$ cat config.mk
export PLATFORM = sky130hd
export DESIGN_NAME = lim_timer
export DESIGN_NICKNAME = d
export VERILOG_FILES = /design/src/rtl/lim_timer_pkg.sv /design/src/rtl/lim_timer_cfg.sv /design/src/rtl/lim_timer_cnt.sv /design/src/rtl/lim_timer_irq.sv /design/src/rtl/lim_timer.sv
export SDC_FILE = /design/constraint.sdc
export NUM_CORES = 1
export LEC_CHECK = 0
export CAP_MARGIN = 15
export CELL_PAD_IN_SITES_DETAIL_PLACEMENT = 0
export CELL_PAD_IN_SITES_GLOBAL_PLACEMENT = 1
export CORE_MARGIN = 5
export CORE_UTILIZATION = 47
export CTS_CLUSTER_DIAMETER = 30
export CTS_CLUSTER_SIZE = 30
export DETAILED_ROUTE_END_ITERATION = 6
export PLACE_DENSITY_LB_ADDON = 0.1
export RECOVER_POWER = 25
export SLEW_MARGIN = 20
export SYNTH_ARGS = -nofsm -noshare
export SYNTH_HDL_FRONTEND = slang
export SYNTH_HIERARCHICAL = 1
export SYNTH_SLANG_ARGS = --single-unit
$ cat constraint.sdc
create_clock -name clk -period 12.4 [get_ports clk]
set_clock_uncertainty 0.2 [all_clocks]
set_input_delay 1.24 -clock clk [delete_from_list [all_inputs] [get_ports clk]]
set_output_delay 1.24 -clock clk [all_outputs]
set_load 0.01 [all_outputs]
$ cat src/rtl/lim_timer_pkg.sv
package lim_timer_pkg;
   localparam int unsigned SEL_W = 3;
   typedef enum logic [SEL_W-1:0] {
      SEL_LIM_RST  = 3'd0,
      SEL_COUNT    = 3'd1,
      SEL_LIM_KEEP = 3'd2,
      SEL_CTRL     = 3'd3,
      SEL_MODE     = 3'd4
   } sel_e;
endpackage

$ cat src/rtl/lim_timer_cfg.sv
module lim_timer_cfg
   import lim_timer_pkg::*;
#(
   parameter int unsigned W        = 32,
   parameter int unsigned NPROC    = 4,
   parameter int unsigned PROC_IDX = 0
) (
   input  logic             clk,
   input  logic             rst_n,
   input  logic             wr_en,
   input  logic [SEL_W-1:0] addr,
   input  logic [W-1:0]     wdata,
   output logic [W-1:0]     limit_q,
   output logic [W-1:0]     eff_lim,
   output logic             user_q,
   output logic             run_q,
   output logic             mode_sw,
   output logic             lim_rst_wr
);
   logic wr_keep, wr_ctrl, wr_mode, new_user;

   assign lim_rst_wr = wr_en && (addr == SEL_LIM_RST);
   assign wr_keep    = wr_en && (addr == SEL_LIM_KEEP);
   assign wr_ctrl    = wr_en && (addr == SEL_CTRL);
   assign wr_mode    = wr_en && (addr == SEL_MODE);
   assign new_user   = wdata[PROC_IDX];
   assign mode_sw    = wr_mode && (new_user != user_q);
   assign eff_lim    = (limit_q == '0) ? '1 : limit_q;

   always_ff @(posedge clk or negedge rst_n) begin
      if (!rst_n) begin
         limit_q <= '1;
         user_q  <= 1'b0;
         run_q   <= 1'b1;
      end else begin
         if (lim_rst_wr || wr_keep) limit_q <= wdata;
         if (mode_sw) begin
            user_q <= new_user;
            run_q  <= !new_user;
         end else if (wr_ctrl && user_q) begin
            run_q <= wdata[0];
         end
      end
   end
endmodule

$ cat src/rtl/lim_timer_cnt.sv
module lim_timer_cnt #(
   parameter int unsigned W = 32
) (
   input  logic         clk,
   input  logic         rst_n,
   input  logic         tick,
   input  logic         user,
   input  logic         run,
   input  logic [W-1:0] eff_lim,
   input  logic         clr,
   input  logic         load,
   input  logic [W-1:0] ld_val,
   output logic [W-1:0] cnt_q,
   output logic         reached_q,
   output logic         hit
);
   logic         go;
   logic [W-1:0] nxt_ctr, nxt_usr;

   assign go      = tick && (run || !user);
   assign nxt_usr = cnt_q + 1'b1;
   assign nxt_ctr = (cnt_q == eff_lim) ? '0 : nxt_usr;
   assign hit     = go && !user && !clr && !load && (nxt_ctr == eff_lim);

   always_ff @(posedge clk or negedge rst_n) begin
      if (!rst_n) begin
         cnt_q     <= '0;
         reached_q <= 1'b0;
      end else if (clr) begin
         cnt_q     <= '0;
         reached_q <= 1'b0;
      end else if (load) begin
         cnt_q     <= ld_val;
         reached_q <= 1'b0;
      end else if (go) begin
         cnt_q <= user ? nxt_usr : nxt_ctr;
         if (hit) reached_q <= 1'b1;
      end
   end
endmodule

$ cat src/rtl/lim_timer_irq.sv
module lim_timer_irq #(
   parameter bit RD_CLR = 1'b1
) (
   input  logic clk,
   input  logic rst_n,
   input  logic clr,
   input  logic set,
   input  logic rd_ack,
   output logic irq_q
);
   logic ack;

   generate
      if (RD_CLR) begin : g_rdclr
         assign ack = rd_ack;
      end else begin : g_noclr
         assign ack = 1'b0;
      end
   endgenerate

   always_ff @(posedge clk or negedge rst_n) begin
      if (!rst_n)   irq_q <= 1'b0;
      else if (clr) irq_q <= 1'b0;
      else if (set) irq_q <= 1'b1;
      else if (ack) irq_q <= 1'b0;
   end
endmodule

$ cat src/rtl/lim_timer.sv
module lim_timer
   import lim_timer_pkg::*;
#(
   parameter int unsigned W        = 32,
   parameter int unsigned NPROC    = 4,
   parameter int unsigned PROC_IDX = 0,
   parameter bit          RD_CLR   = 1'b1
) (
   input  logic         clk,
   input  logic         rst_n,
   input  logic         tick,
   input  logic         wr_en,
   input  logic         rd_en,
   input  logic [2:0]   addr,
   input  logic [W-1:0] wdata,
   output logic [W-1:0] rdata,
   output logic         irq
);
   localparam int unsigned LIM_LO = W - 1;

   generate
      if (W < 8 || NPROC > W || PROC_IDX >= NPROC) begin : g_bad_cfg
         $error("lim_timer: parameter set out of range");
      end
   endgenerate

   logic [W-1:0] limit_q, eff_lim, cnt_q;
   logic         user_q, run_q, mode_sw, lim_rst_wr, reached_q, hit, clr, load;

   lim_timer_cfg #(.W(W), .NPROC(NPROC), .PROC_IDX(PROC_IDX)) i_cfg (
      .clk(clk), .rst_n(rst_n), .wr_en(wr_en), .addr(addr), .wdata(wdata),
      .limit_q(limit_q), .eff_lim(eff_lim), .user_q(user_q), .run_q(run_q),
      .mode_sw(mode_sw), .lim_rst_wr(lim_rst_wr)
   );

   assign clr  = mode_sw || lim_rst_wr;
   assign load = wr_en && (addr == SEL_COUNT) && user_q;

   lim_timer_cnt #(.W(W)) i_cnt (
      .clk(clk), .rst_n(rst_n), .tick(tick), .user(user_q), .run(run_q),
      .eff_lim(eff_lim), .clr(clr), .load(load), .ld_val(wdata),
      .cnt_q(cnt_q), .reached_q(reached_q), .hit(hit)
   );

   lim_timer_irq #(.RD_CLR(RD_CLR)) i_irq (
      .clk(clk), .rst_n(rst_n), .clr(clr), .set(hit),
      .rd_ack(rd_en && (addr == SEL_LIM_RST)), .irq_q(irq)
   );

   always_comb begin
      rdata = '0;
      case (addr)
         SEL_LIM_RST, SEL_LIM_KEEP: rdata = {reached_q, limit_q[LIM_LO-1:0]};
         SEL_COUNT:                 rdata = cnt_q;
         SEL_CTRL:                  rdata[0] = run_q;
         SEL_MODE:                  rdata[PROC_IDX] = user_q;
         default:                   rdata = '0;
      endcase
   end
endmodule

==> run metrics, run 1 <==
CORE AREA=0.0121 mm2; commonest cells after routing, fill and taps aside=71 x clkdlybuf4s50_1, 42 x nand2_1, 39 x o21ai_0, 36 x xor2_1, 35 x dfrtp_1; Netlist cell types=73; worst slew pin tran=3.80 ns; Final Slew Violations=69; placed insts=848; FMAX=176 MHz; vias in the first global route=5583; post-route ant nets=0; H-tree depth=3; largest net degree at the start of global routing=69; Worst R2R End=i_irq/irq_q; post-CTS sizing=0; main flop type after synthesis=dfrtp_1; clock period minus worst slack=5.68 ns; placed wire-length estimate=15.3 mm; Syn Area/Cell=9.04 um2; Max-slew headroom=-1.54; final wirelength=21.4 mm; Comb power frac=0.398; sequential fraction of design power=0.379; Clk Latency, worst-skew pair=0.35 ns; layout cell share with drive strength beyond 1=0.197; Port Buffer Count=72; CP endpoint=i_irq/irq_q; CTS buffer count=9; Slowest Stage Delay on Critical Path=0.94 ns; chip height=122 um; delay-heaviest family, CP=simple AND/OR/NAND/NOR gates; DRC violations left=0; Mapped Area=0.00588 mm2; run status=finished, violations left; Synth Register Bits=68; CTS tree=done; Clk pwr share=0.223; Hold WC Path Type=reg2reg; r2r setup slk=6.88 ns; Post-Syn Nets=691; failing checks=capacitance limit, slew limit; Setup violations, final=0; FILL cells=1127; Max Cap Viol=1; R2R depth=14; n_diodes=0; launch point of the worst path=addr[0]; vias=5687; hold path start=i_cnt/reached_q; Async SR Flop Fraction=1.00; Pwr per Cell Area=159 mW/mm2; Setup Crit Path Kind=in2reg; final cell utilization of the core=0.567; Final nets=732; most common cell after layout, fill and taps aside=clkdlybuf4s50_1; drt first pass iters=5; Crit path top cell by count=buf_4; worst-path cell chain=clkdlybuf4s50_1 > nor3b_4 > buf_4 > and3_2 > buf_4 > nor2_1 > nand4b_1 > a221oi_1 > nand4_1 > or4_1 > nor4_2 > inv_1 > a21oi_2; TNS Setup=0 ns; fin crit share=0.458; Leakage=2.51 nW; Hold-fix buffers, CTS=0; maximum clock path buffer count=2; P_int=646 uW; root buf cell=clkbuf_16; Die ar.=0.0148 mm2; cells after synthesis=650; CP Launch Type=input port; io pins=73; worst vdd rail ir drop=0.0000982 V; P_sw=444 uW; first-pass GRT wire length=33.4 mm; dpl ws=6.51 ns; placed cell area=0.00660 mm2; GP Congestion=0.971; Starting Density=0.485; die width=122 um; Tot Pwr=1.09 mW; DR WL/cell=24.8 um; GRT overflow=0; Post-synth EDFFs=0; post-route cell area=0.00687 mm2; CP arrival=5.76 ns; via/cell ratio=6.58; Final WS setup=6.72 ns; unrepaired setup endpoints after global routing=false; Worst Setup End Kind=flip-flop; num rows=40; post-CTS setup buffer count=0; YS warnings=6; Seq/Total Area, Yosys=0.297; worst path bufs/invs=4; register clock-pin slew on the reported worst setup and hold paths=0.06 ns; Slowest-stage cell, CP=nor2_1; P&R area growth vs syn=16.9%; GRT Total Usage=0.295; Hold Vio Cnt, Final=0; WP data required=12.48 ns; hold slack=0.313 ns; initial antenna violation count=0; CP max FO=56; worst r2r src=i_cfg/limit_q[26]; CP Depth=13; switch share=0.407; final std cells w/o fill=864; DR iter-0 viols=567; CTS sink cnt=68
cells by family (layout without fill, tap and decap cells):
group                      count (synthesis)  in the layout  synth area share
xor gates and xnor gates                  66             66             0.106
buffers and inverters                     65            111            0.0577
adders and majority gates                  1              1           0.00213
muxes                                     36             36            0.0686
and+or+nand+nor                          215            215             0.218
DFF                                       68             68             0.297
AOI/OAI and AO/OA                        199            199             0.251
worst min path at each step:
stage,to,slack (ns),cells after the start
6_report,i_cnt/reached_q,0.31,1
3_3_place_gp,i_cnt/reached_q,0.29,1
5_1_grt,i_cnt/reached_q,0.36,1
2_1_floorplan,i_cnt/reached_q,0.26,1
4_1_cts,i_cnt/reached_q,0.31,1
3_5_place_dp,i_cnt/reached_q,0.29,1
routing by layer:
metal / GRT usage / wire (um) / part of all wire / vias up
met3: 0.0562 / 1600 / 0.075 / 41
met4: 0.104 / 538 / 0.025 / 0
li1: - / - / - / 2547
met2: 0.469 / 9840 / 0.46 / 266
met1: 0.403 / 9450 / 0.44 / 2833
met5: 0 / 0 / 0 / -
synth_stat cells (all sizes together), types with 3 or more instances:
cell type  instances  share of area
mux2              34          0.065
nor2b              6         0.0064
nand4             25          0.028
nor2              20          0.013
o21bai            35          0.064
dfrtp             35           0.15
xor2              36          0.054
nand2             42          0.027
o22ai              3         0.0043
nand3             14          0.012
nor4b              4         0.0060
nor4              24          0.028
inv               12         0.0077
o21ai             52          0.044
dfstp             33           0.15
and4              12          0.018
or3                8         0.0085
a31oi              4         0.0043
nor3              19          0.016
clkbuf            23          0.015
a22oi             10          0.013
or2                5         0.0053
a21oi             33          0.029
nand2b             7         0.0075
a22o              31          0.046
buf               30          0.035
or4                8          0.011
and3               6         0.0064
xnor2             27          0.040
and2               4         0.0043
nand4b             4         0.0060
o21a               3         0.0038
cell type report:
cell class,count,area (um2),share of cell area
tap,168,210,0.0306
multi-input combinational,517,3800,0.553
clock inverter,2,10.0,0.00146
sequential,68,1740,0.254
timing repair buffer,83,795,0.116
inverter,12,45.0,0.00656
clock buffer,14,264,0.0384
sequential cells by signal, summed over array words and instances, names as in the netlist:
signal           count
i_cfg/limit_q       32
i_cfg/run_q          1
i_cnt/cnt_q         32
i_irq/irq_q          1
i_cfg/user_q         1
i_cnt/reached_q      1
worst reg2reg max path, delay by kind of cell (launching register included):
family                    cells  cell delay, ns
and+or+nand+nor               6            3.18
AOI/OAI and AO/OA             5            1.05
buffers and inverters         2            0.53
DFF                           1            0.39
xor gates and xnor gates      1            0.10
power by group through the flow:
| stage | Sequential, mW | Clock (mW) | Combinational (mW) |
|---|---|---|---|
| finish | 0.413 | 0.243 | 0.434 |
| CTS | 0.411 | 0.246 | 0.427 |
| global placement | 0.411 | 0 | 0.424 |
| global route | 0.425 | 0.258 | 0.469 |
| floorplan | 0.337 | 0 | 0.346 |
| detailed placement | 0.414 | 0 | 0.424 |
Power figures use the tool's default switching activity.
==> inputs of run 2 (changes only) <==
- CORE_UTILIZATION: 47 -> 39
- clock period: 12.4 -> 5.2 ns (I/O delays scaled with it)
==> run 2 against run 1 <==
Compared with the run above: the run still ends with capacitance limit, slew limit left; via count shrank 0.86%; final cell count rose by 2.8%; cell area increased by 2.1%; highest routed layer unchanged; register-to-register slack got worse by 6.6 ns; non-clock buffer count increased by 8; sequential share of layout area shrank 0.53 points; first-iteration DRC count decreased by 29%.
==> run metrics, run 2 (same netlist as run 1, synthesis figures left out) <==
run status=finished, violations left; failing checks=capacitance limit, slew limit; Slowest-stage cell, CP=nor4_1; GRT overflow=0 (unchanged); DR WL/cell=24.9 um (+0.40%); Pwr per Cell Area=392 mW/mm2 (+150%); Final WS setup=0.315 ns (-6.40 ns); via/cell ratio=6.35 (-3.5%); vias in the first global route=5597 (+0.25%); initial antenna violation count=0 (unchanged); delay-heaviest family, CP=simple AND/OR/NAND/NOR gates; CTS buffer count=9 (unchanged); DRC violations left=0 (unchanged); launch point of the worst path=i_cfg/limit_q[9]; Max-slew headroom=-0.346 (+1.19); most common cell after layout, fill and taps aside=clkdlybuf4s50_1; unrepaired setup endpoints after global routing=false; FILL cells=1424 (+26%); n_diodes=0 (unchanged); CP arrival=4.96 ns (-0.80 ns); P&R area growth vs syn=19.4%; die width=133 um (+9.0%); CP Launch Type=flip-flop; worst r2r src=i_cfg/limit_q[9]; WP data required=5.28 ns (-7.20 ns); vias=5638 (-0.86%); R2R depth=15 (+1); worst vdd rail ir drop=0.000174 V (+77%); Hold Vio Cnt, Final=0 (unchanged); Slowest Stage Delay on Critical Path=0.56 ns (-0.38 ns); H-tree depth=3 (unchanged); hold path start=i_cnt/reached_q; CORE AREA=0.0146 mm2 (+21%); worst slew pin tran=2.02 ns (-1.78 ns); num rows=44 (+10%); Hold WC Path Type=reg2reg; CTS tree=done; Die ar.=0.0176 mm2 (+19%); maximum clock path buffer count=2 (unchanged); Clk Latency, worst-skew pair=0.35 ns (about the same); Leakage=2.57 nW (+2.4%); post-CTS setup buffer count=0 (unchanged); commonest cells after routing, fill and taps aside=71 x clkdlybuf4s50_1, 42 x nand2_1, 39 x o21ai_0, 36 x xor2_1, 35 x dfrtp_1; chip height=133 um (+9.0%); largest net degree at the start of global routing=56 (-19%); placed wire-length estimate=16.2 mm (+6.1%); Final nets=740 (+1.1%); DR iter-0 viols=400 (-29%); worst path bufs/invs=3 (-1); first-pass GRT wire length=33.9 mm (+1.6%); worst-path cell chain=nor4_1 > nand4_1 > buf_4 > buf_4 > o21bai_2 > xor2_1 > nor4_1 > nand4_1 > or2_1 > a21oi_1 > o211ai_1 > or4_1 > nor4_2 > inv_1 > a21oi_2; CP max FO=25 (-55%); Starting Density=0.401 (-0.0839); Setup Crit Path Kind=reg2reg; Setup violations, final=0 (unchanged); register clock-pin slew on the reported worst setup and hold paths=0.06 ns (about the same); CP Depth=15 (+2); dpl ws=0.487 ns (-6.02 ns); final wirelength=22.1 mm (+3.2%); drt first pass iters=5 (unchanged); Largest regs=i_cfg/limit_q: 32 flops, i_cnt/cnt_q: 32 flops; layout cell share with drive strength beyond 1=0.209 (+0.0120); clock period minus worst slack=4.89 ns; CTS sink cnt=68 (unchanged); fin crit share=0.939; GRT Total Usage=0.248 (-0.0469); root buf cell=clkbuf_16; io pins=73 (unchanged); Hold-fix buffers, CTS=0 (unchanged); hold depth=1 (unchanged); Final Slew Violations=71 (+2.9%); Worst Setup End Kind=flip-flop; post-route ant nets=0 (unchanged); TNS Setup=0 ns (unchanged); Max Cap Viol=2 (+1); Port Buffer Count=72 (unchanged); FMAX=205 MHz; GP Congestion=0.957 (-1.4%); post-CTS sizing=0 (unchanged)
-- run 2: changes by cell type in the layout (fill, tap and decap cells not counted), sizes merged --
cell and delta:
buf +7, clkinvlp +2, clkbuf -4, bufinv +3
-- run 2: worst register-to-register path, delay by kind of cell (launching register included) --
family,cells,cell delay [ns]
xor+xnor,1,0.14
buf+inv,3,0.63
flops,1,0.38
simple gates,7,2.81
compound gates,4,0.64
-- run 2: final cells by class --
class                   count  area (um2)  share of cell area
inverters                  12        45.0             0.00642
clock inverters             7         115              0.0164
multi-input cells         517        3800               0.542
clock buffers               9         225              0.0321
repair buffers             91         853               0.122
well taps                 184         230              0.0328
flip-flops and latches     68        1740               0.249
-- run 2: routing by layer --
layer / vias to the layer above / track usage / part of all wire
met3: 41 / 0.0452 / 0.060
met4: 0 / 0.103 / 0.033
li1: 2564 / - / -
met2: 226 / 0.379 / 0.44
met1: 2807 / 0.347 / 0.47
met5: - / 0 / 0
-- run 2: path summary, 6_finish.rpt --
kind                              endpoint  slack (ns)
max                            i_irq/irq_q        0.31
max in group asynchronous  i_cnt/reached_q        1.57
min reg2reg                i_cnt/reached_q        0.29
min                        i_cnt/reached_q        0.29
max reg2reg                    i_irq/irq_q        0.31
min in group asynchronous  i_cnt/cnt_q[13]        0.53
-- run 2: metrics by stage --
step / instance area [um2] / util / hold WS [ns] / total power, mW / std cells
finish: 7010 / 0.479 / 0.290 / 2.75 / 888
CTS: 7020 / 0.479 / 0.0913 / 2.74 / 888
detailed placement: 6680 / 0.456 / 0.281 / 2.01 / 872
floorplan: 5880 / - / 0.0244 / 1.63 / 650
global placement: 6680 / 0.456 / 0.280 / 2.00 / 872
global route: 7010 / 0.479 / 0.302 / 2.88 / 888
-- run 2: report_power, final --
part           internal, mW  total, mW  switching, mW  leakage, nW
clock network         0.467      0.716          0.249        0.161
registers             0.696      0.983          0.288        0.815
logic                 0.497       1.05          0.550         1.59
